[src/rtl/vio_pkg.sv]
// Package: shared constants and types for the speech I/O glue.
// Assumes an 8-bit data path; addresses are compared on the low byte only.
package vio_pkg;
    localparam int DATA_W = 8;
    localparam int DEC_W  = 8;

    localparam logic [DEC_W-1:0] STROBE_ADDR = 8'h00;
    localparam logic [DEC_W-1:0] DATA_ADDR   = 8'h01;
    localparam logic [DEC_W-1:0] CTRL_ADDR   = 8'h03;

    // bit positions inside the strobe and control bytes
    localparam int WS_BIT   = 0;
    localparam int RS_BIT   = 1;
    localparam int INT_BIT  = 2;
    localparam int RDY_BIT  = 3;
    localparam int FIFO_BIT = 4;

    localparam logic [DATA_W-1:0] OPEN_BUS = '1;

    typedef enum logic [1:0] {
        PORT_NONE   = 2'd0,
        PORT_STROBE = 2'd1,
        PORT_DATA   = 2'd2,
        PORT_CTRL   = 2'd3
    } port_sel_e;
endpackage

[src/rtl/vio_addr_dec.sv]
// Address decoder: maps the low byte of the I/O address to a port selector.
// Assumes IO_ADDR_W >= 8; upper address bits are deliberately ignored.
module vio_addr_dec
    import vio_pkg::*;
#(
    parameter int IO_ADDR_W = 16
) (
    input  logic [IO_ADDR_W-1:0] io_addr,
    output port_sel_e            sel
);
    localparam int HI_W = IO_ADDR_W - DEC_W;

    logic [DEC_W-1:0] low_addr;
    assign low_addr = io_addr[DEC_W-1:0];

    generate
        if (HI_W > 0) begin : g_hi
            logic unused_hi;
            assign unused_hi = ^io_addr[IO_ADDR_W-1:DEC_W];
        end
    endgenerate

    // Purpose: pick the port addressed by the low byte.
    always_comb begin
        unique case (low_addr)
            STROBE_ADDR: sel = PORT_STROBE;
            DATA_ADDR:   sel = PORT_DATA;
            CTRL_ADDR:   sel = PORT_CTRL;
            default:     sel = PORT_NONE;
        endcase
    end
endmodule

[src/rtl/vio_regs.sv]
// Register bank: select strobes, speech data latch and control byte.
// Assumes a single write per cycle; updates only when wr is high.
module vio_regs
    import vio_pkg::*;
(
    input  logic              clk,
    input  logic              rst_n,
    input  logic              wr,
    input  port_sel_e         sel,
    input  logic [DATA_W-1:0] wdata,
    output logic              ws_n,
    output logic              rs_n,
    output logic [DATA_W-1:0] sp_dbus,
    output logic [DATA_W-1:0] ctrl_q
);
    // Purpose: load the active-low select lines from the strobe port.
    always_ff @(posedge clk) begin
        if (!rst_n) begin
            ws_n <= 1'b1;
            rs_n <= 1'b1;
        end else if (wr && sel == PORT_STROBE) begin
            ws_n <= wdata[WS_BIT];
            rs_n <= wdata[RS_BIT];
        end
    end

    // Purpose: latch the byte driven to the speech chip data bus.
    always_ff @(posedge clk) begin
        if (!rst_n)
            sp_dbus <= '0;
        else if (wr && sel == PORT_DATA)
            sp_dbus <= wdata;
    end

    // Purpose: store the last byte written to the control port.
    always_ff @(posedge clk) begin
        if (!rst_n)
            ctrl_q <= '0;
        else if (wr && sel == PORT_CTRL)
            ctrl_q <= wdata;
    end
endmodule

[src/rtl/vio_read_mux.sv]
// Read multiplexer: returns status, merged control byte, or open bus.
// Assumes combinational reads; idle cycles return all ones.
module vio_read_mux
    import vio_pkg::*;
(
    input  logic              rd,
    input  port_sel_e         sel,
    input  logic [DATA_W-1:0] ctrl_q,
    input  logic [DATA_W-1:0] sp_status,
    input  logic              sp_int_n,
    input  logic              sp_rdy_n,
    input  logic              fifo_nonempty,
    output logic [DATA_W-1:0] rdata
);
    logic [DATA_W-1:0] live_mask;
    logic [DATA_W-1:0] live_bits;

    // Purpose: place the three live inputs at their bit positions.
    always_comb begin
        live_mask           = '0;
        live_mask[INT_BIT]  = 1'b1;
        live_mask[RDY_BIT]  = 1'b1;
        live_mask[FIFO_BIT] = 1'b1;
        live_bits           = '0;
        live_bits[INT_BIT]  = sp_int_n;
        live_bits[RDY_BIT]  = sp_rdy_n;
        live_bits[FIFO_BIT] = fifo_nonempty;
    end

    // Purpose: choose the read value for the addressed port.
    always_comb begin
        rdata = OPEN_BUS;
        if (rd) begin
            unique case (sel)
                PORT_DATA: rdata = sp_status;
                PORT_CTRL: rdata = (ctrl_q & ~live_mask) | live_bits;
                default:   rdata = OPEN_BUS;
            endcase
        end
    end
endmodule

[src/rtl/vio_prog_dec.sv]
// Program memory decoder: ROM window at the bottom, open bus above.
// Assumes ROM_BYTES is a power of two smaller than the address space.
module vio_prog_dec
    import vio_pkg::*;
#(
    parameter int PROG_ADDR_W = 16,
    parameter int ROM_BYTES   = 8192
) (
    input  logic [PROG_ADDR_W-1:0] prog_addr,
    input  logic [DATA_W-1:0]      rom_data,
    output logic                   rom_sel,
    output logic [DATA_W-1:0]      prog_rdata
);
    localparam int ROM_AW = $clog2(ROM_BYTES);

    logic unused_lo;
    assign unused_lo = ^prog_addr[ROM_AW-1:0];

    // Purpose: select ROM when all bits above the window are zero.
    always_comb begin
        rom_sel    = (prog_addr[PROG_ADDR_W-1:ROM_AW] == '0);
        prog_rdata = rom_sel ? rom_data : OPEN_BUS;
    end
endmodule

[src/rtl/vio_glue.sv]
// Top: speech processor I/O glue. Decodes controller I/O and program
// space, holds the select strobes, data latch and control byte.
// Assumes synchronous active-low reset and one access per cycle.
module vio_glue #(
    parameter int IO_ADDR_W   = 16,
    parameter int PROG_ADDR_W = 16,
    parameter int ROM_BYTES   = 8192
) (
    input  logic                   clk,
    input  logic                   rst_n,
    input  logic [IO_ADDR_W-1:0]   io_addr,
    input  logic                   io_wr,
    input  logic                   io_rd,
    input  logic [7:0]             io_wdata,
    output logic [7:0]             io_rdata,
    input  logic [PROG_ADDR_W-1:0] prog_addr,
    input  logic [7:0]             rom_data,
    output logic                   rom_sel,
    output logic [7:0]             prog_rdata,
    input  logic [7:0]             sp_status,
    input  logic                   sp_int_n,
    input  logic                   sp_rdy_n,
    input  logic                   fifo_nonempty,
    output logic [7:0]             sp_dbus,
    output logic                   ws_n,
    output logic                   rs_n,
    output logic [7:0]             ctrl_q
);
    import vio_pkg::*;

    port_sel_e sel;

    vio_addr_dec #(.IO_ADDR_W(IO_ADDR_W)) u_dec (
        .io_addr (io_addr),
        .sel     (sel)
    );

    vio_regs u_regs (
        .clk     (clk),
        .rst_n   (rst_n),
        .wr      (io_wr),
        .sel     (sel),
        .wdata   (io_wdata),
        .ws_n    (ws_n),
        .rs_n    (rs_n),
        .sp_dbus (sp_dbus),
        .ctrl_q  (ctrl_q)
    );

    vio_read_mux u_rmux (
        .rd            (io_rd),
        .sel           (sel),
        .ctrl_q        (ctrl_q),
        .sp_status     (sp_status),
        .sp_int_n      (sp_int_n),
        .sp_rdy_n      (sp_rdy_n),
        .fifo_nonempty (fifo_nonempty),
        .rdata         (io_rdata)
    );

    vio_prog_dec #(.PROG_ADDR_W(PROG_ADDR_W), .ROM_BYTES(ROM_BYTES)) u_pdec (
        .prog_addr  (prog_addr),
        .rom_data   (rom_data),
        .rom_sel    (rom_sel),
        .prog_rdata (prog_rdata)
    );
endmodule

[config.mk]
export PLATFORM = sky130hd
export DESIGN_NAME = vio_glue
export DESIGN_NICKNAME = d
export VERILOG_FILES = /design/src/rtl/vio_pkg.sv /design/src/rtl/vio_addr_dec.sv /design/src/rtl/vio_regs.sv /design/src/rtl/vio_read_mux.sv /design/src/rtl/vio_prog_dec.sv /design/src/rtl/vio_glue.sv
export SDC_FILE = /design/constraint.sdc
export NUM_CORES = 1
export LEC_CHECK = 0
export BUFFER_PORTS_ARGS = -buffer_cell sky130_fd_sc_hd__clkbuf_2
export CAP_MARGIN = 40
export CORE_UTILIZATION = 37
export CTS_BUF_LIST = sky130_fd_sc_hd__clkbuf_16
export CTS_CLUSTER_DIAMETER = 50
export CTS_CLUSTER_SIZE = 30
export DETAILED_ROUTE_END_ITERATION = 8
export PLACE_DENSITY = 0.84
export SETUP_SLACK_MARGIN = 0.4
export SLEW_MARGIN = 20
export SYNTH_ARGS = -nofsm -noshare
export SYNTH_HDL_FRONTEND = slang
export SYNTH_SLANG_ARGS = --single-unit
[constraint.sdc]
create_clock -name clk -period 2.7 [get_ports clk]
set_input_delay 0.27 -clock clk [delete_from_list [all_inputs] [get_ports clk]]
set_output_delay 0.27 -clock clk [all_outputs]
set_load 0.05 [all_outputs]
Word-level counts from Yosys, hierarchy flattened
Index checks and enable logic that the tools add are counted. Widths: inputs -> output; s select.

Word-level logic and storage cells: 19. Output and inout port bits: 35. Flip-flop bits (word level): 18. Input bits: 63.

Mux-type cells: 4. Reduce and logical (&&, ||, !) cells: 5. Equal/unequal tests: 5. Bitwise operators: 1.

Operator list (count): $mux 8 (2); $pmux 8 s2 (1); $eq 8x1->1 const B (1); $eq 8x2->1 const B (1); $logic_not 8->1 (1); $or 8x5->8 (1); $pmux 2 s3 (1); $eq 2x2->1 const B (2); $logic_and 1x1->1 (3); $logic_not 3->1 (1); $eq 2x1->1 const B (1).

Longest topological paths before layout
Gate-level depths: netlist of the first run.

Depth in word-level cells: 5. Depth in mapped cells: 4.

Hierarchy
A second synthesis of the first run with hierarchy kept.

Cells, all modules: 104. Area total of the unflattened synthesis: 942.2 um2.

By module, submodules not included: vio_regs (sequential area each 360.3 um2, instances 1, area each 706.9 um2, cells an instance 71); vio_read_mux (sequential area each 0.0 um2, instances 1, area each 132.6 um2, cells an instance 19); vio_prog_dec (sequential area each 0.0 um2, instances 1, area each 65.1 um2, cells an instance 9); vio_addr_dec (sequential area each 0.0 um2, instances 1, area each 37.5 um2, cells an instance 5).

Worst setup path before layout of the first run
Ideal clock, no wire load.

Kind: input -> output. Start: in prog_addr[14]. End: out prog_rdata[0]. Arrival: 2.513 ns. Stages: 2. Path slack: -0.083 ns. Cell sequence: nor3_1 > nand2b_1.

Word-level cells in the longest chain between the ends: 2.

RTL lines: from (decl) (line vio_glue.sv:16) `input logic [PROG_ADDR_W-1:0] prog_addr,`; $logic_not 3->1 (line vio_prog_dec.sv:21) `rom_sel = (prog_addr[PROG_ADDR_W-1:ROM_AW] == '0);`; $mux 8 (line vio_prog_dec.sv:22) `prog_rdata = rom_sel ? rom_data : OPEN_BUS;`; to (decl) (line vio_glue.sv:19) `output logic [7:0] prog_rdata,`.

Every way passes these cells.

Final worst setup path of the first run
Start: in io_addr[3]. End: out io_rdata[0].

Word-level cells in the longest chain between the ends: 5. Elaborated cells between the ends (all ways): 8. Those cells by class: eq/ne (4); mux (3); reduce/logical (1).

RTL lines: from (decl) (line vio_glue.sv:11) `input logic [IO_ADDR_W-1:0] io_addr,`; $eq 8x2->1, or another cell as far along (line vio_addr_dec.sv:25) `unique case (low_addr)`; $pmux 2 s3 * (line vio_addr_dec.sv:25); $eq 2x2->1 (line vio_read_mux.sv:34) `unique case (sel)`; $pmux 8 s2 * (line vio_read_mux.sv:34); $mux 8 * (line vio_read_mux.sv:33) `if (rd) begin`; to (decl) (line vio_glue.sv:15) `output logic [7:0] io_rdata,`.

Every way passes the cells marked *; elsewhere a longest branch is shown, timed or not.

==> results of run 1 <==
critical path: cells and delay by family:
family        cells  cell delay [ps]
simple gates      3             1130
buf+inv           2              350
area by class of cell:
| class | count | area, µm² | share of cell area |
|---|---|---|---|
| clock buffer | 3 | 75.1 | 0.0532 |
| timing repair buffer | 76 | 380 | 0.270 |
| multi-input combinational | 82 | 556 | 0.394 |
| tap | 28 | 35.0 | 0.0248 |
| sequential | 18 | 360 | 0.256 |
| clock inverter | 1 | 3.75 | 0.00266 |
power groups by stage:
stage          Clock [mW]  Combinational (mW)  Sequential [mW]
6_report            0.293              0.0856            0.267
5_1_grt             0.314              0.0935            0.266
4_1_cts             0.299              0.0861            0.266
3_5_place_dp            0              0.0860            0.272
3_3_place_gp            0              0.0832            0.272
2_1_floorplan           0              0.0450            0.273
cells by family (layout without fill, tap and decap cells):
family | count (synthesis) | after routing | synth area share
compound gates | 2 | 2 | 0.0161
buf+inv | 5 | 80 | 0.0202
flops | 18 | 18 | 0.388
mux | 24 | 24 | 0.258
simple gates | 56 | 56 | 0.318
state kept, by name (all words and copies together) (netlist names):
register,flops
u_regs.ctrl_q,8
u_regs.rs_n,1
u_regs.sp_dbus,8
u_regs.ws_n,1
routing by layer:
layer / share of wire / vias up
li1: - / 509
met1: 0.37 / 461
met2: 0.53 / 46
met3: 0.071 / 7
met4: 0.022 / 0
met5: 0 / -
worst max-delay path by stage:
stage,from,end,slack (ps),depth (start not counted)
after CTS,io_addr[3],io_rdata[0],660,5
after global placement,io_addr[3],io_rdata[0],710,5
after global routing,io_addr[3],io_rdata[1],570,5
final,io_addr[3],io_rdata[0],690,5
after detailed placement,io_addr[3],io_rdata[0],670,5
after floorplan,prog_addr[14],prog_rdata[0],710,2
cell usage in the layout, fill, tap and decap left out:
cell type   n
mux2i_1    24
nand2b_1    8
clkbuf_2   76
or3b_2      1
clkbuf_16   3
nor4_1      1
nor3_4      1
nor3_2      1
nor2_1      1
nand4b_1    1
nand2_1    34
clkinv_1    1
dfxtp_1    18
or4_4       1
or2_2       1
nand4_1     2
o31ai_1     2
nor4_4      1
nor3b_1     1
nand3_1     2
==> results.py, run 1 <==
metrics = {
    "worst_setup_path": {
        "reg2regPathDepth": 2,
        "cp-end-kind": "output port",
        "reg2reg_from": "u_regs.sp_dbus[6]$_SDFFE_PN0P_",
        "crit_type": "input port to output port",
        "r2r-end": "u_regs.sp_dbus[6]$_SDFFE_PN0P_",
        "rrSetupSlack_ps": 2040,
        "path_cells": "clkbuf_2 > or4_4 > nor4_4 > nand2_1 > clkbuf_2",
        "critPathMaxStageDelay_ps": 590,
        "path_max_fanout": 8,
        "cp_data_arrival_time_ps": 1740,
        "cpMostUsedCell": "clkbuf_2",
        "start_kind": "input port",
        "crit_required_ps": 2430,
        "slowest_stage": "or4_4",
    },
    "pwr": {
        "cell_internal_pwr_mw": 0.500,
        "powerDensity_mw_per_mm2": 458,
        "pwr-share-comb": 0.133,
        "p_sw_frac": 0.226,
        "seqPwrFrac": 0.413,
        "ir_drop_mv": 0.406,
        "p_switching_mw": 0.146,
        "p_leak_nw": 0.716,
        "clockPowerShare": 0.454,
        "finalPower_mw": 0.645,
    },
    "yosys": {
        "synth_most_common_cell": "nand2_1",
        "synthArstFlopShare": 0,
        "synthesis.nets": 168,
        "ys_top_cells_by_count": "34 x nand2_1, 24 x mux2i_1, 18 x dfxtp_1",
        "synth_cell_types": 18,
        "yosysSeqAreaShare": 0.388,
        "synthesis.instances": 105,
        "synth_area_per_cell_um2": 8.85,
        "synth_ff_type": "dfxtp_1",
        "synth-edff-count": 0,
        "yosysTopAreaCell": "dfxtp_1",
        "ys_warn_count": 0,
        "syn_area_um2": 930,
        "synth.area.top_cells": "dfxtp_1 39%, mux2i_1 26%, nand2_1 14%",
        "synth_top_area_share": 0.388,
        "synth-seq-cells": 18,
    },
    "timing": {
        "relSlewSlack": 0.599,
        "setup_slack_ps": 685,
        "period_minus_slack_ps": 2010,
        "fin_skew_ps": 0,
        "fin_crit_sh": 0.746,
        "slew_violations": 0,
        "finalHoldViolations": 0,
        "setup_violations": 0,
        "fin_tns_setup_ps": 0,
        "holdWs_ps": 279,
        "fmax_mhz": 496,
        "tightestPinTransition_ps": 598,
        "rsz0062_at_grt": "false",
    },
    "placed_design": {
        "placed_cell_area_mm2": 0.00133,
        "io_buffers": 76,
        "placed_cells": 204,
        "place_hpwl_um": 2130,
        "place_congestion": 0.713,
        "place_ws_ps": 666,
    },
    "detailed_routing": {
        "drtIter0Drc": 10,
        "drc": 0,
        "wl_per_cell_um": 12.2,
        "vias": 1023,
        "viasPerCell": 4.92,
        "ant_nets": 0,
        "routed_wl_um": 2540,
        "drt-pass1-iter-count": 3,
    },
    "worst_hold_path": {
        "holdPathStages": 3,
        "min-delay-start": "io_wdata[3]",
        "holdCritPathClass": "input port to register",
        "holdPathEnd": "u_regs.sp_dbus[3]$_SDFFE_PN0P_",
    },
    "layout": {
        "syn2layout_area_growth_pct": 51.7,
        "finish.utilization": 0.614,
        "fin_nets": 244,
        "antenna_cells": 0,
        "n_fill_cell": 193,
        "final_area_mm2": 0.00141,
        "final-instance-count-excl-fill": 208,
        "drive_gt1_frac": 0.472,
    },
    "grt": {
        "busiest_layer": "met2",
        "track_usage": 0.205,
        "grtUsageMet1": 0.195,
        "grt_antenna_before_repair": 0,
        "grt_pass1_wl_um": 4010,
        "globalRouteOverflowTotal": 0,
        "met2_usage": 0.397,
        "grtUsageMet3": 0.0409,
        "first_global_vias": 935,
        "grt_max_degree": 27,
    },
    "clocking": {
        "cts_tree": "yes",
        "cts_buffers": 3,
        "clock_sinks": 18,
        "post_cts_buffers": 0,
        "clk_pin_slew_worst_paths_ps": 50,
        "post_cts_resized": 0,
        "clkLatencyLatePin_ps": 250,
        "cts_hold_buf": 0,
        "clock_path_buffers": 2,
        "cts-root-buf": "clkbuf_16",
        "htree_levels": 1,
    },
    "outcome": {
        "status": "finished clean",
    },
    "floorplan": {
        "die_h_um": 52.1,
        "die_x_um": 52.1,
        "dieArea_mm2": 0.00272,
        "core_area_mm2": 0.00230,
        "row_count": 17,
        "start_util": 0.405,
        "io_pins": 98,
    },
    "run": {
        "cap_viol_max_count": 0,
    },
}
Power figures use the tool's default switching activity.
==> run 2: changes to the inputs <==
--- a/config.mk
+++ b/config.mk
@@ -7,12 +7,12 @@
 export LEC_CHECK = 0
 export BUFFER_PORTS_ARGS = -buffer_cell sky130_fd_sc_hd__clkbuf_2
 export CAP_MARGIN = 40
-export CORE_UTILIZATION = 37
+export CORE_UTILIZATION = 31
 export CTS_BUF_LIST = sky130_fd_sc_hd__clkbuf_16
 export CTS_CLUSTER_DIAMETER = 50
 export CTS_CLUSTER_SIZE = 30
 export DETAILED_ROUTE_END_ITERATION = 8
-export PLACE_DENSITY = 0.84
+export PLACE_DENSITY = 0.76
 export SETUP_SLACK_MARGIN = 0.4
 export SLEW_MARGIN = 20
 export SYNTH_ARGS = -nofsm -noshare
==> constraint.sdc (replaced) <==
create_clock -name clk -period 1.8 [get_ports clk]
set_input_delay 0.18 -clock clk [delete_from_list [all_inputs] [get_ports clk]]
set_output_delay 0.18 -clock clk [all_outputs]
set_load 0.05 [all_outputs]
==> results.py, run 2 (synthesized netlist as in run 1, its figures left out) <==
metrics = {
    "detailed_routing": {
        "wl_per_cell_um": 12.5,
        "ant_nets": 0,
        "drtIter0Drc": 37,
        "routed_wl_um": 2710,
        "vias": 1033,
        "drt-pass1-iter-count": 6,
        "viasPerCell": 4.76,
        "drc": 20,
    },
    "timing": {
        "slew_violations": 0,
        "fin_crit_sh": 0.892,
        "relSlewSlack": 0.635,
        "finalHoldViolations": 0,
        "holdWs_ps": 187,
        "fin_skew_ps": 0,
        "setup_violations": 0,
        "fmax_mhz": 623,
        "fin_tns_setup_ps": 0,
        "tightestPinTransition_ps": 542,
        "period_minus_slack_ps": 1610,
        "setup_slack_ps": 194,
        "rsz0062_at_grt": "true",
    },
    "worst_hold_path": {
        "holdCritPathClass": "input port to register",
        "holdPathStages": 3,
        "holdPathEnd": "u_regs.sp_dbus[3]$_SDFFE_PN0P_",
        "min-delay-start": "io_wdata[3]",
    },
    "worst_setup_path": {
        "r2r-end": "u_regs.rs_n$_SDFFE_PN1P_",
        "critPathMaxStageDelay_ps": 550,
        "path_cells": "buf_6 > or4_4 > nor4_4 > buf_6 > nand2_1 > buf_8",
        "cp-end-kind": "output port",
        "rrSetupSlack_ps": 1180,
        "start_kind": "input port",
        "cp_data_arrival_time_ps": 1430,
        "path_max_fanout": 8,
        "slowest_stage": "or4_4",
        "reg2regPathDepth": 2,
        "reg2reg_from": "u_regs.rs_n$_SDFFE_PN1P_",
        "crit_type": "input port to output port",
        "cpMostUsedCell": "buf_6",
        "crit_required_ps": 1620,
    },
    "clocking": {
        "cts_tree": "yes",
        "clkLatencyLatePin_ps": 250,
        "cts_hold_buf": 0,
        "clock_sinks": 18,
        "htree_levels": 1,
        "clk_pin_slew_worst_paths_ps": 50,
        "cts_buffers": 3,
        "clock_path_buffers": 2,
        "cts-root-buf": "clkbuf_16",
    },
    "outcome": {
        "status": "finished with violations",
        "violations": "DRC",
    },
    "pwr": {
        "powerDensity_mw_per_mm2": 622,
        "ir_drop_mv": 0.726,
        "finalPower_mw": 0.989,
        "p_leak_nw": 0.801,
    },
    "grt": {
        "track_usage": 0.173,
        "grt_max_degree": 27,
        "globalRouteOverflowTotal": 0,
        "first_global_vias": 926,
        "grt_pass1_wl_um": 4200,
        "grt_antenna_before_repair": 0,
    },
    "run": {
        "cap_viol_max_count": 0,
    },
    "layout": {
        "final_cell_mix": "67 x clkbuf_2, 31 x nand2_1, 24 x mux2i_1",
        "antenna_cells": 0,
        "reg_top3": "u_regs.ctrl_q: 8 flops, u_regs.sp_dbus: 8 flops",
        "layout_commonest_cell": "clkbuf_2",
        "fin_nets": 250,
        "drive_gt1_frac": 0.543,
        "syn2layout_area_growth_pct": 70.9,
    },
    "floorplan": {
        "row_count": 19,
        "dieArea_mm2": 0.00322,
        "start_util": 0.331,
        "core_area_mm2": 0.00281,
        "io_pins": 98,
        "die_x_um": 56.8,
        "die_h_um": 56.8,
    },
    "placed_design": {
        "place_congestion": 0.703,
        "place_ws_ps": 81.3,
        "place_hpwl_um": 2050,
        "io_buffers": 76,
    },
}
-- run 2: cell types whose count changed in the layout (fill, tap and decap cells not counted) --
cell,delta
nand2_2,+2
nand2b_1,-7
buf_4,+5
nand2b_4,+1
clkbuf_8,+1
nand2b_2,+6
buf_6,+2
buf_8,+7
nor3_4,+1
nor3_2,-1
nand2_4,+1
nand2_1,-3
clkbuf_2,-9
-- run 2: cell type report --
cell class | instances | area, µm²
clock inverter | 1 | 3.75
timing repair buffer | 82 | 514
sequential | 18 | 360
multi-input combinational | 82 | 597
tap | 31 | 38.8
clock buffer | 3 | 75.1
fill | 264 | 1220
-- run 2: metrics by stage --
stage | cells | area (µm²) | utilization
floorplan | 105 | 963 | -
global placement | 211 | 1390 | 0.497
detailed placement | 211 | 1390 | 0.497
CTS | 216 | 1560 | 0.557
global route | 217 | 1590 | 0.566
finish | 217 | 1590 | 0.566
-- run 2: timing repair --
action	CTS	global route
pin swaps	2	0
gates resized for setup	20	9
setup buffers	1	1
setup endpoints to repair	8	8
-- run 2: power by group --
| group | switching, mW | internal, mW | total (mW) |
|---|---|---|---|
| combinational | 0.0818 | 0.0638 | 0.146 |
| clock | 0.148 | 0.295 | 0.443 |
| sequential | 0.000316 | 0.399 | 0.400 |
| total | 0.230 | 0.759 | 0.989 |
-- run 2: worst max path at each step --
stage                from     endpoint  slack [ps]  cells past startpoint
2_1_floorplan  io_addr[3]  io_rdata[0]         130                      3
3_3_place_gp   io_addr[3]  io_rdata[4]          90                      6
3_5_place_dp   io_addr[3]  io_rdata[4]          80                      6
4_1_cts        io_addr[6]  io_rdata[2]         210                      6
5_1_grt        io_addr[6]  io_rdata[2]         140                      6
6_report       io_addr[6]  io_rdata[2]         190                      6
-- run 2: metal layers --
metal	GRT usage	vias to the layer above	wire length (µm)
met1	0.182	441	1080
met2	0.318	59	1310
met4	0.0627	0	36
met5	0	-	0
li1	-	528	-
met3	0.0576	5	279
-- run 2: worst max-delay path, delay by kind of cell --
kind | cells | cell delay [ps]
simple gates | 3 | 810
buf+inv | 3 | 430
